$ cat config.mk
export PLATFORM = sky130hd
export DESIGN_NAME = cdt_timer
export DESIGN_NICKNAME = d
export VERILOG_FILES = /design/src/rtl/cdt_pkg.sv /design/src/rtl/cdt_div_stage.sv /design/src/rtl/cdt_prescaler.sv /design/src/rtl/cdt_core.sv /design/src/rtl/cdt_regs.sv /design/src/rtl/cdt_timer.sv
export SDC_FILE = /design/constraint.sdc
export NUM_CORES = 1
export LEC_CHECK = 0
export BUFFER_PORTS_ARGS = -buffer_cell sky130_fd_sc_hd__buf_2
export CAP_MARGIN = 40
export CORE_MARGIN = 3
export CORE_UTILIZATION = 59
export CTS_BUF_LIST = sky130_fd_sc_hd__clkbuf_16
export DETAILED_ROUTE_END_ITERATION = 8
export GPL_ROUTABILITY_DRIVEN = 1
export PLACE_DENSITY = 0.8
export SLEW_MARGIN = 20
export SYNTH_ARGS = -nofsm -noshare
export SYNTH_HDL_FRONTEND = slang
export SYNTH_SLANG_ARGS = --single-unit
$ cat constraint.sdc
create_clock -name clk_i -period 2.4 [get_ports clk_i]
set_input_delay 0.48 -clock clk_i [delete_from_list [all_inputs] [get_ports clk_i]]
set_output_delay 0.48 -clock clk_i [all_outputs]
set_load 0.1 [all_outputs]
$ cat src/rtl/cdt_pkg.sv
package cdt_pkg;
  localparam int unsigned DW = 8;
  localparam int unsigned AW = 4;

  typedef enum logic [1:0] {
    SRC_FAST = 2'b00,
    SRC_MID  = 2'b01,
    SRC_SEC  = 2'b10,
    SRC_MIN  = 2'b11
  } src_e;

  localparam logic [AW-1:0] ADDR_CTRL = 4'h1;
  localparam logic [AW-1:0] ADDR_TCTL = 4'hE;
  localparam logic [AW-1:0] ADDR_TVAL = 4'hF;

  // control/status bit positions
  localparam int unsigned B_MIN_EN = 7;
  localparam int unsigned B_SEC_EN = 6;
  localparam int unsigned B_MSF    = 5;
  localparam int unsigned B_PULSE  = 4;
  localparam int unsigned B_TF     = 2;
  localparam int unsigned B_TIE    = 0;
  // timer control bit positions
  localparam int unsigned B_RUN    = 7;
endpackage

$ cat src/rtl/cdt_div_stage.sv
module cdt_div_stage #(
  parameter int unsigned DIV = 8
) (
  input  logic clk_i,
  input  logic rst_ni,
  input  logic en_i,
  output logic tick_o
);
  localparam int unsigned CW = (DIV > 1) ? $clog2(DIV) : 1;
  localparam logic [CW-1:0] LAST = CW'(DIV - 1);

  logic [CW-1:0] cnt_q;

  always_ff @(posedge clk_i or negedge rst_ni) begin
    if (!rst_ni)     cnt_q <= '0;
    else if (en_i)   cnt_q <= (cnt_q == LAST) ? '0 : cnt_q + 1'b1;
  end

  assign tick_o = en_i && (cnt_q == LAST);
endmodule

$ cat src/rtl/cdt_prescaler.sv
module cdt_prescaler #(
  parameter int unsigned DIV_FAST = 8,
  parameter int unsigned DIV_MID  = 64,
  parameter int unsigned DIV_SEC  = 64,
  parameter int unsigned DIV_MIN  = 60
) (
  input  logic       clk_i,
  input  logic       rst_ni,
  input  logic       ref_tick_i,
  output logic [3:0] tick_o
);
  localparam int unsigned STAGE_DIV [4] = '{DIV_FAST, DIV_MID, DIV_SEC, DIV_MIN};

  logic [3:0] en_w;

  for (genvar g = 0; g < 4; g++) begin : g_stage
    if (g == 0) begin : g_first
      assign en_w[g] = ref_tick_i;
    end else begin : g_chain
      assign en_w[g] = tick_o[g-1];
    end
    cdt_div_stage #(.DIV(STAGE_DIV[g])) u_stage (
      .clk_i  (clk_i),
      .rst_ni (rst_ni),
      .en_i   (en_w[g]),
      .tick_o (tick_o[g])
    );
  end
endmodule

$ cat src/rtl/cdt_core.sv
module cdt_core
  import cdt_pkg::*;
(
  input  logic          clk_i,
  input  logic          rst_ni,
  input  logic          run_i,
  input  logic          src_tick_i,
  input  logic          load_i,
  input  logic [DW-1:0] load_val_i,
  output logic [DW-1:0] cnt_o,
  output logic [DW-1:0] rld_o,
  output logic          expire_o
);
  logic [DW-1:0] cnt_q, rld_q;
  logic          step;

  assign step     = run_i && src_tick_i && (rld_q != '0) && !load_i;
  assign expire_o = step && (cnt_q <= DW'(1));

  always_ff @(posedge clk_i or negedge rst_ni) begin
    if (!rst_ni) begin
      cnt_q <= '0;
      rld_q <= '0;
    end else if (load_i) begin
      cnt_q <= load_val_i;
      rld_q <= load_val_i;
    end else if (step) begin
      cnt_q <= (cnt_q <= DW'(1)) ? rld_q : cnt_q - 1'b1;
    end
  end

  assign cnt_o = cnt_q;
  assign rld_o = rld_q;
endmodule

$ cat src/rtl/cdt_regs.sv
module cdt_regs
  import cdt_pkg::*;
(
  input  logic          clk_i,
  input  logic          rst_ni,
  input  logic          wr_en_i,
  input  logic [AW-1:0] addr_i,
  input  logic [DW-1:0] wdata_i,
  input  logic [DW-1:0] cnt_i,
  input  logic          expire_i,
  input  logic          sec_tick_i,
  input  logic          min_tick_i,
  output logic          run_o,
  output src_e          src_o,
  output logic          tf_o,
  output logic          msf_o,
  output logic          sec_en_o,
  output logic          min_en_o,
  output logic          pulse_mode_o,
  output logic          tval_wr_o,
  output logic [DW-1:0] rdata_o,
  output logic          irq_o
);
  logic wr_ctrl, wr_tctl;
  logic min_en_q, sec_en_q, msf_q, pulse_q, tf_q, tie_q;
  logic run_q;
  src_e src_q;
  logic msf_evt, tf_evt, irq_pulse_q, irq_level;

  assign wr_ctrl   = wr_en_i && (addr_i == ADDR_CTRL);
  assign wr_tctl   = wr_en_i && (addr_i == ADDR_TCTL);
  assign tval_wr_o = wr_en_i && (addr_i == ADDR_TVAL);

  assign msf_evt = (sec_en_q && sec_tick_i) || (min_en_q && min_tick_i);
  assign tf_evt  = expire_i;

  always_ff @(posedge clk_i or negedge rst_ni) begin
    if (!rst_ni) begin
      min_en_q <= 1'b0;
      sec_en_q <= 1'b0;
      pulse_q  <= 1'b0;
      tie_q    <= 1'b0;
    end else if (wr_ctrl) begin
      min_en_q <= wdata_i[B_MIN_EN];
      sec_en_q <= wdata_i[B_SEC_EN];
      pulse_q  <= wdata_i[B_PULSE];
      tie_q    <= wdata_i[B_TIE];
    end
  end

  // flags: clear by written 0, set wins
  always_ff @(posedge clk_i or negedge rst_ni) begin
    if (!rst_ni) begin
      msf_q <= 1'b0;
      tf_q  <= 1'b0;
    end else begin
      if (msf_evt)                        msf_q <= 1'b1;
      else if (wr_ctrl && !wdata_i[B_MSF]) msf_q <= 1'b0;
      if (tf_evt)                         tf_q  <= 1'b1;
      else if (wr_ctrl && !wdata_i[B_TF])  tf_q  <= 1'b0;
    end
  end

  always_ff @(posedge clk_i or negedge rst_ni) begin
    if (!rst_ni) begin
      run_q <= 1'b0;
      src_q <= SRC_MIN;
    end else if (wr_tctl) begin
      run_q <= wdata_i[B_RUN];
      src_q <= src_e'(wdata_i[1:0]);
    end
  end

  always_ff @(posedge clk_i or negedge rst_ni) begin
    if (!rst_ni) irq_pulse_q <= 1'b0;
    else         irq_pulse_q <= (tf_evt && tie_q) || msf_evt;
  end

  assign irq_level = (tf_q && tie_q) || (msf_q && (sec_en_q || min_en_q));
  assign irq_o     = pulse_q ? irq_pulse_q : irq_level;

  always_comb begin
    rdata_o = '0;
    unique case (addr_i)
      ADDR_CTRL: begin
        rdata_o[B_MIN_EN] = min_en_q;
        rdata_o[B_SEC_EN] = sec_en_q;
        rdata_o[B_MSF]    = msf_q;
        rdata_o[B_PULSE]  = pulse_q;
        rdata_o[B_TF]     = tf_q;
        rdata_o[B_TIE]    = tie_q;
      end
      ADDR_TCTL: begin
        rdata_o[B_RUN] = run_q;
        rdata_o[1:0]   = src_q;
      end
      ADDR_TVAL: rdata_o = cnt_i;
      default:   rdata_o = '0;
    endcase
  end

  assign run_o        = run_q;
  assign src_o        = src_q;
  assign tf_o         = tf_q;
  assign msf_o        = msf_q;
  assign sec_en_o     = sec_en_q;
  assign min_en_o     = min_en_q;
  assign pulse_mode_o = pulse_q;
endmodule

$ cat src/rtl/cdt_timer.sv
module cdt_timer
  import cdt_pkg::*;
#(
  parameter int unsigned DIV_FAST = 8,
  parameter int unsigned DIV_MID  = 64,
  parameter int unsigned DIV_SEC  = 64,
  parameter int unsigned DIV_MIN  = 60
) (
  input  logic          clk_i,
  input  logic          rst_ni,
  input  logic          ref_tick_i,
  input  logic          wr_en_i,
  input  logic [AW-1:0] addr_i,
  input  logic [DW-1:0] wdata_i,
  output logic [DW-1:0] rdata_o,
  output logic          irq_o
);
  logic [3:0]    tick_w;
  logic          src_tick_w, run_w, expire_w, tval_wr_w;
  logic          tf_w, msf_w, sec_en_w, min_en_w, pulse_mode_w;
  src_e          src_w;
  logic [DW-1:0] cnt_w, rld_w;

  cdt_prescaler #(
    .DIV_FAST (DIV_FAST),
    .DIV_MID  (DIV_MID),
    .DIV_SEC  (DIV_SEC),
    .DIV_MIN  (DIV_MIN)
  ) u_pre (
    .clk_i      (clk_i),
    .rst_ni     (rst_ni),
    .ref_tick_i (ref_tick_i),
    .tick_o     (tick_w)
  );

  always_comb begin
    unique case (src_w)
      SRC_FAST: src_tick_w = tick_w[0];
      SRC_MID:  src_tick_w = tick_w[1];
      SRC_SEC:  src_tick_w = tick_w[2];
      default:  src_tick_w = tick_w[3];
    endcase
  end

  cdt_core u_core (
    .clk_i      (clk_i),
    .rst_ni     (rst_ni),
    .run_i      (run_w),
    .src_tick_i (src_tick_w),
    .load_i     (tval_wr_w),
    .load_val_i (wdata_i),
    .cnt_o      (cnt_w),
    .rld_o      (rld_w),
    .expire_o   (expire_w)
  );

  cdt_regs u_regs (
    .clk_i        (clk_i),
    .rst_ni       (rst_ni),
    .wr_en_i      (wr_en_i),
    .addr_i       (addr_i),
    .wdata_i      (wdata_i),
    .cnt_i        (cnt_w),
    .expire_i     (expire_w),
    .sec_tick_i   (tick_w[2]),
    .min_tick_i   (tick_w[3]),
    .run_o        (run_w),
    .src_o        (src_w),
    .tf_o         (tf_w),
    .msf_o        (msf_w),
    .sec_en_o     (sec_en_w),
    .min_en_o     (min_en_w),
    .pulse_mode_o (pulse_mode_w),
    .tval_wr_o    (tval_wr_w),
    .rdata_o      (rdata_o),
    .irq_o        (irq_o)
  );
endmodule

==> results.md <==
| Stage | Result | This run |
| --- | --- | --- |
| sta | Slew at the pin closest to its max-slew limit | 625.6 ps |
| grt | Remaining Overflow, GRT | 0 |
| sta | Slew Limit Headroom | 0.5797 |
| routing | Iteration-0 DRC Markers | 202 |
| critical path | Endpoint class of the critical path | flop |
| sta | Final slew viol count | 0 |
| clock network | Post-CTS clock slew at the launch and capture registers of the worst setup and hold paths | 60 ps |
| critical path | Cell with the largest stage delay on the worst path | or4_1 |
| synth | Top cell type by total area after synthesis | dfrtp_1 |
| routing | Via count of the routed design | 2155 |
| cells and area | Post-synthesis to final-layout area growth | 19.10% |
| routing | WL final | 5.635 mm |
| floorplan | Row count | 23 |
| clock network | Sink Count | 47 |
| synth | Post-Syn Nets | 284 |
| critical path | Buffer and inverter count on the worst path | 0 |
| floorplan | Floorplan die width | 71.63 um |
| critical path | Startpoint type of the worst setup path | flop |
| floorplan | Die Span Y | 71.63 um |
| cells and area | Number of inserted diodes | 0 |
| clock network | Worst-Skew Late Latency | 290 ps |
| place | Count of port buffers added during placement | 24 |
| synth | Top cells by instance count after synthesis | dfrtp_1 (45), nand2_1 (44), nor2_1 (15) |
| synth | Number of flops mapped to enable cells by yosys | 0 |
| synth | Predominant post-synthesis flop cell | dfrtp_1 |
| synth | Flip-flop and latch count after synthesis | 47 |
| routing | Mean routed wirelength per cell | 16.43 um |
| cells and area | Final net count | 316 |
| clock network | Cell at the root of the clock tree | clkbuf_16 |
| grt | Via count of the first global-routing pass | 2106 |
| cells and area | Core utilization of the finished layout | 0.7407 |
| critical path | Required time of the worst setup path | 2620 ps |
| synth | Area share of the largest cell type after synthesis | 0.4431 |
| critical path | Critical path cell sequence | ha_1 -> nand3_2 -> or2_0 -> a221o_2 -> or4_1 -> nand3_1 |
| floorplan | Die area | 0.005131 mm^2 |
| cells and area | Number of fillers in the final layout | 301 |
| clock network | H-tree levels | 2 |
| min path | Worst min-delay path class | in -> async |
| place | Final weighted congestion of routability-driven global placement | 0.9424 |
| floorplan | Std-Cell Core Area | 0.004086 mm^2 |
| sta | Unrepaired setup endpoints after global routing | false |
| synth | Share of the yosys chip area belonging to registers | 0.4638 |
| sta | Period Utilization, post-route | 0.9345 |
| sta | Post-route clock skew | 6.929 ps |
| synth | Library cells used by synthesis | 49 |
| critical path | Critical Path Stages | 6 |
| clock network | Clock tree from TritonCTS | yes |
| synth | Most frequent cell after synthesis | dfrtp_1 |
| grt | Total global-route track usage | 0.2383 |
| critical path | Highest net fanout along the worst path | 9 |
| synth | Synth warnings | 0 |
| clock network | Maximum clock path buffer count | 2 |
| grt | Largest net degree at the start of global routing | 48 |
| critical path | Cell type group with the largest total delay on the critical path | simple AND/OR/NAND/NOR gates |
| critical path | Worst Reg2Reg Path Length in Cells | 6 |
| critical path | Critical path's largest stage delay | 540 ps |
| cells and area | Fraction of layout cells with a size suffix above 1 | 0.2355 |
| synth | Post-synthesis average cell area | 9.736 um^2 |
| synth | Async S/R FF share, synth | 1.000 |
| pwr | Pwr per Cell Area | 925.5 mW/mm^2 |
| cells and area | Multi-input logic area | 0.001299 mm^2 |
| routing | Remaining antenna violation count after routing | 0 |
| critical path | Critical setup path kind | reg -> reg |
| place | Hpwl dp | 4.040 mm |
| sta | Total count of hold-check failures in the final report | 0 |
| sta | Setup_tns | 0 ps |
| routing | Via count normalized by instance count | 6.283 |
| sta | Shortest period the worst path allows | 2243 ps |
| grt | Initial antenna violation count | 0 |
| clock network | TritonCTS Buffers | 5 |
| routing | Number of iterations in the first detailed-routing pass | 4 |
| flow run | Max-cap violation count | 0 |
| pwr | Static leakage power | 1.388 nW |
| synth | Area contributors post-synth | dfrtp_1 (44%), nand2_1 (6.5%), mux2_2 (6.2%), ha_1 (3.4%), o21ai_0 (2.4%) |
| clock network | Cts hold-fix bufs | 0 |
| run status | Result of the run | complete, no violations |
| synth | Post-Syn Area | 0.002541 mm^2 |
| synth | Mapped Cells | 261 |
| floorplan | I/O pin cnt | 25 |
| sta | Final setup violation count | 0 |
| clock network | Count of buffers added by post-CTS timing repair for setup | 0 |
| cells and area | Storage cell area | 0.001179 mm^2 |
| grt | First-pass GRT wire length | 9.646 mm |
| routing | DR DRC count | 0 |
| floorplan | Initial Util | 0.6219 |
| sta | Peak clock frequency supported by timing | 445.9 MHz |
| critical path | Worst endpoint data arrival time | 2460 ps |
| pwr | Worst voltage drop across the vdd grid | 0.5113 mV |
[registers in the layout, summed over array words and instances (netlist names)]
name and count:
u_pre.g_stage.u_stage.cnt_q 21, u_core.cnt_o 8, u_core.rld_o 8, u_regs.src_o 2, u_regs.irq_pulse_q 1, u_regs.min_en_o 1, u_regs.msf_o 1, u_regs.pulse_mode_o 1
u_regs.run_o 1, u_regs.sec_en_o 1, u_regs.tf_o 1, u_regs.tie_q 1
[kinds of logic after synthesis]
group,Yosys count,share of synthesized area
multiplexers,18,0.07779
AND/OR/NAND/NOR,104,0.1955
XOR/XNOR,7,0.02413
flip-flops,47,0.4638
buffers and inverters,17,0.02855
adder cells (fa/ha/maj),7,0.03446
AO/OA/AOI/OAI,61,0.1758
[metrics by stage]
stage | hold WS (ps) | setup slack, ps | power, W | instance area (um^2) | instances
final | 274.0 | 157.3 | 0.002801 | 3027 | 343
after global routing | 314.1 | 16.59 | 0.002974 | 3027 | 343
after CTS | 304.8 | 167.4 | 0.002796 | 3023 | 343
after detailed placement | 478.7 | 195.3 | 0.002132 | 2889 | 336
after global placement | 463.6 | 262.0 | 0.002103 | 2889 | 336
after floorplan | 184.4 | 124.7 | 0.001840 | 2546 | 261
[worst paths after layout]
path | from | slack (ps) | endpoint
hold / removal | rst_ni | 270 | u_core.cnt_o[4]$_DFFE_PN0P_
hold reg to reg | u_pre.g_stage[3].u_stage.cnt_q[4]$_DFFE_PN0N_ | 490 | u_pre.g_stage[3].u_stage.cnt_q[4]$_DFFE_PN0N_
setup reg to reg | u_pre.g_stage[1].u_stage.cnt_q[0]$_DFFE_PN0N_ | 160 | u_core.cnt_o[3]$_DFFE_PN0P_
max in group asynchronous | rst_ni | 1720 | u_regs.run_o$_DFFE_PN0P_
min in group clk_i | wdata_i[3] | 410 | u_core.rld_o[3]$_DFFE_PN0P_
setup / recovery | u_pre.g_stage[1].u_stage.cnt_q[0]$_DFFE_PN0N_ | 160 | u_core.cnt_o[3]$_DFFE_PN0P_
[power breakdown]
part / switching, W / internal [W]
registers: 0.000200 / 0.000970
logic: 0.000544 / 0.000435
clock network: 0.000278 / 0.000374
total: 0.00102 / 0.00178
[layout by cell type (no fill, tap or decap), drive strengths merged, types with 2 or more instances in the layout]
master	instances
o31a	3
buf	36
a21o	4
a311o	2
o32ai	2
o41ai	2
nand4	4
nand3	7
mux2i	4
a22o	5
or3	2
nand2	44
dfstp	2
and2	4
clkbuf	5
o211ai	8
dfrtp	45
a31oi	2
nor4	6
o2111ai	2
a21oi	6
o21ai	12
o31ai	4
nor2	15
a222oi	2
mux2	14
and3	5
inv	6
xnor2	4
or4	2
nor3	11
ha	7
xor2	3
clkinv	2
[area by class of cell]
cell class,count,share of cell area
Inverter,6,0.007441
Multi-Input combinational cell,197,0.4291
Clock buffer,5,0.04134
Clock inverter,2,0.002894
Timing Repair Buffer,36,0.1091
Tap cell,50,0.02067
Sequential cell,47,0.3894
[per-layer routing]
metal	track usage	share of wire	vias up
li1	-	-	1038
met1	0.3046	0.42	1020
met2	0.3867	0.49	78
met3	0.05189	0.064	19
met4	0.1106	0.031	0
met5	0	0	-
[timing repair]
action	CTS	global route
gates resized for setup	0	2
hold endpoints to repair	0	0
setup endpoints to repair	0	2
[worst register-to-register path, delay by kind of cell (launching register included)]
family,cells,cell delay [ps]
DFF,1,390
AOI/OAI and AO/OA,1,510
and+or+nand+nor,4,1040
adders and majority gates,1,230
(Power assumes the default switching activity.)
